--- src/rtl/ost_pkg.sv ---
// Shared constants and types for the match-compare system timer.
// Assumes word-aligned byte addresses of at least 5 bits.
package ost_pkg;

    // Register offsets (byte addresses of 32-bit words)
    localparam logic [7:0] OFS_MATCH  = 8'h00;
    localparam logic [7:0] OFS_COUNT  = 8'h10;
    localparam logic [7:0] OFS_STATUS = 8'h14;
    localparam logic [7:0] OFS_IRQEN  = 8'h1C;

    // Decoded write strobes handed from the bus decoder to the state logic
    typedef struct packed {
        logic match_we;   // store a new compare value
        logic irqen_we;   // store a new interrupt-enable word
        logic status_we;  // write to the status offset (value judged downstream)
    } ost_wstb_t;

endpackage

--- src/rtl/ost_free_counter.sv ---
// Free-running up-counter of the timer.
// Advances by one on every cycle with tick_en high and wraps modulo 2^CNT_W.
// Exports both the current value and the value it will hold after this edge,
// so that the compare logic can detect the step onto the compare value.
// Assumes: synchronous active-low reset.
module ost_free_counter #(
    parameter int CNT_W = 32
) (
    input  logic             clk,
    input  logic             rst_n,
    input  logic             tick_en,
    output logic [CNT_W-1:0] cnt_q,
    output logic [CNT_W-1:0] cnt_nxt
);

    // Next-state value: one step forward while ticking
    always_comb begin
        cnt_nxt = tick_en ? cnt_q + 1'b1 : cnt_q;
    end

    // Count register with synchronous reset
    always_ff @(posedge clk) begin
        if (!rst_n) cnt_q <= '0;
        else        cnt_q <= cnt_nxt;
    end


    count_step_chk: assert property (@(posedge clk) disable iff (!rst_n)
        tick_en |=> cnt_q == $past(cnt_q) + 1'b1);


    count_hold_chk: assert property (@(posedge clk) disable iff (!rst_n)
        !tick_en |=> $stable(cnt_q));

endmodule

--- src/rtl/ost_bus_decode.sv ---
// Register-bus decoder for the timer.
// Turns a write on the word bus into per-register strobes and selects the
// read data combinationally from the current address.
// Assumes: full-word accesses only; any address that does not exactly match
// a mapped offset (including misaligned ones) is treated as unmapped.
module ost_bus_decode
    import ost_pkg::*;
#(
    parameter int ADDR_W = 8,
    parameter int DATA_W = 32
) (
    input  logic [ADDR_W-1:0] bus_addr,
    input  logic              bus_we,
    input  logic [DATA_W-1:0] count_val,
    input  logic              flag_val,
    input  logic [DATA_W-1:0] irqen_val,
    output ost_wstb_t         wstb,
    output logic [DATA_W-1:0] bus_rdata
);

    localparam logic [ADDR_W-1:0] A_MATCH  = ADDR_W'(OFS_MATCH);
    localparam logic [ADDR_W-1:0] A_COUNT  = ADDR_W'(OFS_COUNT);
    localparam logic [ADDR_W-1:0] A_STATUS = ADDR_W'(OFS_STATUS);
    localparam logic [ADDR_W-1:0] A_IRQEN  = ADDR_W'(OFS_IRQEN);

    // Write strobes: only the compare, status and enable offsets are writable
    always_comb begin
        wstb.match_we  = bus_we && (bus_addr == A_MATCH);
        wstb.irqen_we  = bus_we && (bus_addr == A_IRQEN);
        wstb.status_we = bus_we && (bus_addr == A_STATUS);
    end

    // Read mux: the compare value and unmapped addresses read as zero
    always_comb begin
        bus_rdata = '0;
        if (bus_addr == A_COUNT)       bus_rdata = count_val;
        else if (bus_addr == A_STATUS) bus_rdata = {{(DATA_W-1){1'b0}}, flag_val};
        else if (bus_addr == A_IRQEN)  bus_rdata = irqen_val;
    end


    one_strobe_chk: assert final ($countones(wstb) <= 1);

endmodule

--- src/rtl/ost_match_unit.sv ---
// Compare and status logic of the timer.
// Holds the compare value, the interrupt-enable word and the sticky flag.
// A hit is the step of the counter onto the compare value. The flag is set
// on a hit while enabled, and cleared by a zero-write to the status offset.
// A hit wins over a same-edge clear.
// Assumes: cnt_nxt is the counter value after the current edge.
module ost_match_unit
    import ost_pkg::*;
#(
    parameter int CNT_W  = 32,
    parameter int DATA_W = 32
) (
    input  logic              clk,
    input  logic              rst_n,
    input  logic              tick_en,
    input  logic [CNT_W-1:0]  cnt_nxt,
    input  ost_wstb_t         wstb,
    input  logic [DATA_W-1:0] bus_wdata,
    output logic [CNT_W-1:0]  match_q,
    output logic [DATA_W-1:0] irqen_q,
    output logic              flag_q
);

    logic hit;
    logic arm;
    logic clr;

    // Event decode: hit on stepping onto compare, clear on a zero status write
    always_comb begin
        hit = tick_en && (cnt_nxt == match_q);
        arm = hit && (|irqen_q);
        clr = wstb.status_we && (bus_wdata == '0);
    end

    // Compare value register: low CNT_W bits of the written word
    always_ff @(posedge clk) begin
        if (!rst_n)             match_q <= '0;
        else if (wstb.match_we) match_q <= bus_wdata[CNT_W-1:0];
    end

    // Interrupt-enable word, kept in full so it reads back unchanged
    always_ff @(posedge clk) begin
        if (!rst_n)             irqen_q <= '0;
        else if (wstb.irqen_we) irqen_q <= bus_wdata;
    end

    // Sticky status flag: set by an enabled hit, which wins over a clear
    always_ff @(posedge clk) begin
        if (!rst_n)   flag_q <= 1'b0;
        else if (arm) flag_q <= 1'b1;
        else if (clr) flag_q <= 1'b0;
    end


    enabled_hit_sets_chk: assert property (@(posedge clk) disable iff (!rst_n)
        (tick_en && cnt_nxt == match_q && irqen_q != '0) |=> flag_q);


    no_spurious_flag_chk: assert property (@(posedge clk) disable iff (!rst_n)
        (!flag_q && !(tick_en && cnt_nxt == match_q && irqen_q != '0)) |=> !flag_q);


    zero_write_clears_chk: assert property (@(posedge clk) disable iff (!rst_n)
        (flag_q && wstb.status_we && bus_wdata == '0 && !(tick_en && cnt_nxt == match_q))
        |=> !flag_q);


    nonzero_write_keeps_chk: assert property (@(posedge clk) disable iff (!rst_n)
        (flag_q && wstb.status_we && bus_wdata != '0) |=> flag_q);

endmodule

--- src/rtl/ost_timer.sv ---
// Top level of the match-compare system timer.
// Wires the counter, the compare/status unit and the bus decoder together and
// drives the level interrupt from the status flag.
// Assumes: tick_en is already synchronous to clk; synchronous active-low reset.
module ost_timer
    import ost_pkg::*;
#(
    parameter int ADDR_W = 8,
    parameter int DATA_W = 32,
    parameter int CNT_W  = 32
) (
    input  logic              clk,
    input  logic              rst_n,
    input  logic              tick_en,
    input  logic [ADDR_W-1:0] bus_addr,
    input  logic              bus_we,
    input  logic [DATA_W-1:0] bus_wdata,
    output logic [DATA_W-1:0] bus_rdata,
    output logic              irq
);

    logic [CNT_W-1:0]  cnt_q;
    logic [CNT_W-1:0]  cnt_nxt;
    logic [CNT_W-1:0]  match_q;
    logic [DATA_W-1:0] irqen_q;
    logic [DATA_W-1:0] count_val;
    logic              flag_q;
    ost_wstb_t         wstb;

    ost_free_counter #(.CNT_W(CNT_W)) u_cnt (
        .clk     (clk),
        .rst_n   (rst_n),
        .tick_en (tick_en),
        .cnt_q   (cnt_q),
        .cnt_nxt (cnt_nxt)
    );

    ost_match_unit #(.CNT_W(CNT_W), .DATA_W(DATA_W)) u_match (
        .clk       (clk),
        .rst_n     (rst_n),
        .tick_en   (tick_en),
        .cnt_nxt   (cnt_nxt),
        .wstb      (wstb),
        .bus_wdata (bus_wdata),
        .match_q   (match_q),
        .irqen_q   (irqen_q),
        .flag_q    (flag_q)
    );

    // Counter widened to the bus width for readback
    generate
        if (CNT_W == DATA_W) begin : g_full
            assign count_val = cnt_q;
        end else begin : g_pad
            assign count_val = {{(DATA_W-CNT_W){1'b0}}, cnt_q};
        end
    endgenerate

    ost_bus_decode #(.ADDR_W(ADDR_W), .DATA_W(DATA_W)) u_dec (
        .bus_addr  (bus_addr),
        .bus_we    (bus_we),
        .count_val (count_val),
        .flag_val  (flag_q),
        .irqen_val (irqen_q),
        .wstb      (wstb),
        .bus_rdata (bus_rdata)
    );

    // Level interrupt straight from the sticky flag
    assign irq = flag_q;


    rise_at_match_chk: assert property (@(posedge clk) disable iff (!rst_n)
        $rose(irq) |-> cnt_q == match_q);


    irq_hold_chk: assert property (@(posedge clk) disable iff (!rst_n)
        (irq && !(wstb.status_we && bus_wdata == '0)) |=> irq);

endmodule

--- config.mk ---
export PLATFORM = sky130hd
export DESIGN_NAME = ost_timer
export DESIGN_NICKNAME = d
export VERILOG_FILES = /design/src/rtl/ost_pkg.sv /design/src/rtl/ost_free_counter.sv /design/src/rtl/ost_bus_decode.sv /design/src/rtl/ost_match_unit.sv /design/src/rtl/ost_timer.sv
export SDC_FILE = /design/constraint.sdc
export NUM_CORES = 1
export LEC_CHECK = 0
export CELL_PAD_IN_SITES_DETAIL_PLACEMENT = 2
export CELL_PAD_IN_SITES_GLOBAL_PLACEMENT = 2
export CORE_MARGIN = 10
export CORE_UTILIZATION = 32
export CTS_CLUSTER_DIAMETER = 60
export DETAILED_ROUTE_END_ITERATION = 10
export PLACE_DENSITY = 0.82
export SYNTH_ARGS = -nofsm -noshare
export SYNTH_HDL_FRONTEND = slang
export SYNTH_SLANG_ARGS = --single-unit
--- constraint.sdc ---
create_clock -name clk -period 3.5 [get_ports clk]
set_clock_uncertainty 0.05 [all_clocks]
set_input_delay 0.7 -clock clk [delete_from_list [all_inputs] [get_ports clk]]
set_output_delay 0.7 -clock clk [all_outputs]
set_load 0.02 [all_outputs]
Yosys cells after proc, flatten, opt, wreduce, memory -nomap -nowiden
Index checks and enable logic that the tools add are counted.
Widths: inputs -> output; s select.
{"block": "classes", "n_addsub": 1, "multipliers": 0, "div": 0, "n_lt_le_gt_ge": 0, "n_eq_ne": 4, "shifts": 0, "muxes": 6, "bitwise": 0, "n_reduce_logical": 10}
{"op": "$mux 32", "count": 4}
{"op": "$add 32x1->32 const B", "count": 1}
{"op": "$eq 32x32->1", "count": 1}
{"op": "$logic_not 32->1", "count": 1}
{"op": "$reduce_or 32->1", "count": 1}
{"op": "$eq 8x5->1 const B", "count": 3}
{"op": "$logic_not 8->1", "count": 1}
{"op": "$logic_and 1x1->1", "count": 6}
{"op": "$mux 1", "count": 2}
{"op": "$reduce_bool 2->1", "count": 1}
{"block": "totals", "register_bits": 97, "latchBits": 0, "mem_bits_rw": 0, "rom_bits": 0, "inputBits": 44, "out_inout_bits": 33, "wordCells": 25, "memories": 0}

Logic depth before layout (Yosys ltp)
{"block": "logic_depth", "depth_word": 6, "mapped_depth": 11, "depth_no_buf": 9}

Modules after synthesis
From an unflattened synthesis, not the netlist that was laid out.
{"block": "hier_totals", "hier_cells": 562, "area_unflattened_um2": 5390.2}
{"module": "ost_match_unit", "instances": 1, "cells_per_inst": 276, "area_per_inst_um2": 2921.6, "seq_area_each_um2": 1301.2}
{"module": "ost_free_counter", "instances": 1, "cells_per_inst": 199, "area_per_inst_um2": 1681.6, "seq_area_each_um2": 640.6}
{"module": "ost_bus_decode", "instances": 1, "cells_per_inst": 87, "area_per_inst_um2": 787.0, "seq_area_each_um2": 0.0}

Worst setup path before layout
Ideal clock, no wire load.
{"block": "synth_path", "path_kind": "input-to-reg", "start": "in tick_en", "end": "reg u_match.flag_q", "setup_ns": 0.069, "arrival_time_ns": 2.695, "t_required_ns": 3.381, "slack_ns": 0.686, "cell_stages": 11, "n_path_buf": 3, "path_cell_list": "buf_6 > nand4_2 > buf_6 > or4_4 > buf_6 > or3_1 > a21oi_1 > o311ai_1 > a2111oi_2 > nand4_1 > o21ai_1"}
{"block": "synth_via", "elab_chain_len": 5, "word_cells_on_any_way": 6, "classes_between": "eq/ne (1); mux (2); reduce/logical (3)"}
{"element": "start: declaration", "line_no": "ost_timer.sv:14", "rtl": "input logic tick_en,"}
{"element": "$mux 32", "line_no": "ost_free_counter.sv:18", "rtl": "cnt_nxt = tick_en ? cnt_q + 1'b1 : cnt_q;"}
{"element": "$eq 32x32->1", "line_no": "ost_match_unit.sv:30", "rtl": "hit = tick_en && (cnt_nxt == match_q);"}
{"element": "$logic_and 1x1->1 *", "line_no": "ost_match_unit.sv:30"}
{"element": "$logic_and 1x1->1 *", "line_no": "ost_match_unit.sv:31", "rtl": "arm = hit && (|irqen_q);"}
{"element": "$mux 1 / $reduce_bool 2->1 (equally long branches)"}
{"element": "end signal: assignment", "line_no": "ost_match_unit.sv:49", "rtl": "if (!rst_n) flag_q <= 1'b0;"}
{"element": "end signal: assignment", "line_no": "ost_match_unit.sv:50", "rtl": "else if (arm) flag_q <= 1'b1;"}
{"element": "end signal: assignment", "line_no": "ost_match_unit.sv:51", "rtl": "else if (clr) flag_q <= 1'b0;"}
{"element": "end: declaration", "line_no": "ost_match_unit.sv:21", "rtl": "output logic flag_q"}
Every way passes the cells marked *; elsewhere a longest branch is shown, timed or not.
A chain may end at the register's enable or synchronous reset.

Final worst setup path
{"block": "layout_path", "start": "in bus_addr[5]", "end": "out bus_rdata[20]"}
{"block": "layout_via", "elab_chain_len": 4, "word_cells_on_any_way": 6, "classes_between": "eq/ne (3); mux (3)"}
{"element": "start: declaration", "line_no": "ost_timer.sv:15", "rtl": "input logic [ADDR_W-1:0] bus_addr,"}
{"element": "$eq 8x5->1", "line_no": "ost_bus_decode.sv:38", "rtl": "else if (bus_addr == A_IRQEN) bus_rdata = irqen_val;"}
{"element": "$mux 32", "line_no": "ost_bus_decode.sv:38"}
{"element": "$mux 32", "line_no": "ost_bus_decode.sv:37", "rtl": "else if (bus_addr == A_STATUS) bus_rdata = {{(DATA_W-1){1'b0}}, flag_val};"}
{"element": "$mux 32 *", "line_no": "ost_bus_decode.sv:36", "rtl": "if (bus_addr == A_COUNT) bus_rdata = count_val;"}
{"element": "end: declaration", "line_no": "ost_timer.sv:18", "rtl": "output logic [DATA_W-1:0] bus_rdata,"}
Marks and branches as above.

==> flow_summary.toml <==
[run_status]
status = "finished, final reports clean"

[critical_path]
worstSetupPathType = "in -> out"
cp.buffers_inverters = 3
critical-path-top-delay-family = "buffers and inverters"
crit_chain = "clkdlybuf4s50_1, nor3_2, nand3_2, nor2_2, buf_12, a22o_1, clkdlybuf4s50_1"
critPathLaunchType = "input port"
slowest_delay_ns = 0.62
reg2reg_to = "u_match.flag_q"
rrSetupSlack_ns = 0.63
critPathCaptureType = "output port"
critical_path_required_ns = 2.75
crit_top_cell = "clkdlybuf4s50_1"
cp_data_arrival_time_ns = 2.70
reg2reg_depth = 8
slowest_stage = "clkdlybuf4s50_1"
worstPathMaxFanout = 27
worstReg2RegStart = "u_cnt.cnt_q[20]"

[timing]
rsz0062_at_grt = "yes"
min_period_over_period_pct = 98.5
setup_viol = 0
fin_hold_ws_ns = 0.436
period_needed_ns = 3.45
relSlewSlack_pct = 41.1
tightest_slew_ns = 0.884
hold_viol = 0
max_clock_freq_ghz = 0.290
drv_slew = 0

[global_routing]
grt_pass1_vias = 5820
grt_use_total_pct = 19.8
grt.overflow.total = 0
antenna_found_initial = 0
grt_max_degree = 98
grt_pass1_wl_mm = 34.5

[synth]
yosysMostFrequentCell = "nand2_1"
yosys_warnings = 0
synth_edf_count = 0
synth-main-ff-cell = "dfxtp_1"
synth_cell_types = 62
synthTopCellsByArea = "dfxtp_1 36%, nand2_1 11%, a21boi_0 9.4%"
syn_avg_cell_area_um2 = 8.14
yosysSeqAreaShare_pct = 36.2
synthArstFlopShare_pct = 0
yosysTopAreaCell = "dfxtp_1"
synth_top_cell_area_share_pct = 36.2
ys_seq_elements = 97
synth_nets = 704
synth_cells = 659
netlist_area_mm2 = 0.00537
yosys-top-cells-count = "157 x nand2_1, 97 x dfxtp_1, 67 x a21boi_0"

[cts]
htreeDepth = 3
root_buffer = "clkbuf_16"
cts_buffer_depth = 2
clock-sinks = 97
clock_latency_ns = 0.36
cts_buffers = 9
clk_pin_slew_ns = 0.07
tritoncts = "yes"

[power]
power.share.clock_pct = 47.0
seq_power_share_pct = 47.2
cellLeakagePower_nw = 2.45
p_int_mw = 1.76
p_sw_uw = 590
power_mw = 2.35
peakVddDrop_mv = 0.223
swShare_pct = 25.1
p_per_area_mw_per_mm2 = 348
combPwrFrac_pct = 5.8

[flow_run]
drv_cap = 0

[cells_and_area]
final_area_mm2 = 0.00675
fillers = 1842
multi_input_comb_area_mm2 = 0.00316
synthToLayoutAreaGrowth_pct = 25.9
n_antenna_cell = 0
layout.cells.non_filler = 954
layout-drive-gt1-share_pct = 9.81
regArea_mm2 = 0.00194
nNetsFinal = 774

[routing]
initialDrtViolationCount = 393
vias = 5264
drt-vias-per-instance = 5.52
ant_nets = 0
routed_wl_mm = 22.0
drt-wirelength-per-cell_um = 23.0
firstDrtPassIters = 4
drc = 0

[die]
io_pins = 77
core_mm2 = 0.0165
fp-row-count = 47
start_util_pct = 32.5
fp.dieArea_mm2 = 0.0223
die_y_um = 149
die_w_um = 149

[worst_hold_path]
hp-class = "reg -> reg"
min-delay-start = "u_match.match_q[31]"
holdPathEnd = "u_match.match_q[31]"
hold_depth = 2

[placed_design]
dpl.hpwl_mm = 16.5
dpl-instance-area_mm2 = 0.00643
dp.cells = 938
port-buffer-count = 76
gp_congestion = 0.898
layout by cell type, fill, tap and decap left out, types with 13 or more instances in the layout:
cell type / n
dlygate4sd2_1: 19
clkdlybuf4s50_1: 52
nand3_1: 18
a22o_1: 31
nor4_1: 22
and2_1: 19
nand4_1: 17
nor2b_1: 13
a21boi_0: 67
buf_4: 32
xnor2_1: 22
dfxtp_1: 97
nor3_1: 14
nand2_1: 157
xor2_1: 24
metal layers:
layer / vias up / GRT usage, % / routed length (um)
li1: 2443 / - / -
met1: 2694 / 25.8 / 10100
met2: 101 / 32.9 / 10700
met3: 26 / 3.23 / 880
met4: 0 / 5.50 / 370
met5: - / 0 / 0
layout make-up:
type | count | area share [%]
clock buffers | 9 | 3.33
clock inverters | 7 | 1.41
inverters | 8 | 0.445
multi-input cells | 503 | 46.9
flip-flops and latches | 97 | 28.8
well taps | 220 | 4.08
repair buffers | 110 | 15.1
kinds of logic after synthesis:
logic type               synth area share, %
XOR/XNOR                                9.26
buffers and inverters                   5.39
AND/OR/NAND/NOR                         28.4
multiplexers                            1.14
adder cells (fa/ha/maj)                0.420
AO/OA/AOI/OAI                           19.2
flip-flops                              36.2
per-stage QoR:
stage                     utilization, %  worst slack [ns]  TNS (ns)
after CTS                           40.8            0.0377         0
after floorplan                        -             0.686         0
after detailed placement            38.9            -0.141     -2.92
after global placement              38.9           -0.0612    -0.891
after global routing                40.9           -0.0761    -0.524
final                               40.9            0.0530         0
tightest hold or removal path, cell delays in order (launching register included):
cell and delay (ns):
dfxtp_1 0.32, nand2_1 0.05, a21boi_0 0.07
registers in the layout, summed over array words and instances (netlist names):
name             cells
u_cnt.cnt_q         32
u_match.flag_q       1
u_match.irqen_q     32
u_match.match_q     32
worst max path at each step:
stage,start,to,slack (ns),cells past startpoint
2_1_floorplan,tick_en,u_match.flag_q,0.69,11
3_3_place_gp,bus_addr[5],bus_rdata[1],-0.06,7
3_5_place_dp,bus_addr[5],bus_rdata[8],-0.14,7
4_1_cts,bus_addr[5],bus_rdata[15],0.04,7
5_1_grt,bus_addr[5],bus_rdata[4],-0.08,7
6_report,bus_addr[5],bus_rdata[20],0.05,7
power groups by stage:
stage / logic, mW / clock network [mW] / registers [mW]
final: 0.137 / 1.10 / 1.11
after CTS: 0.137 / 1.11 / 1.11
after floorplan: 0.0476 / 0 / 1.13
after global routing: 0.146 / 1.16 / 1.11
after global placement: 0.131 / 0 / 1.13
after detailed placement: 0.135 / 0 / 1.13
what timing repair did:
| item | in CTS | in global routing |
|---|---|---|
| cloned | 0 | 0 |
| buffers inserted | 0 | 0 |
| endpoints found under the setup margin | 31 | 12 |
| hold buffers | 0 | 0 |
| pin swaps | 1 | 0 |
| resized for setup | 22 | 4 |
(Power assumes the default switching activity.)
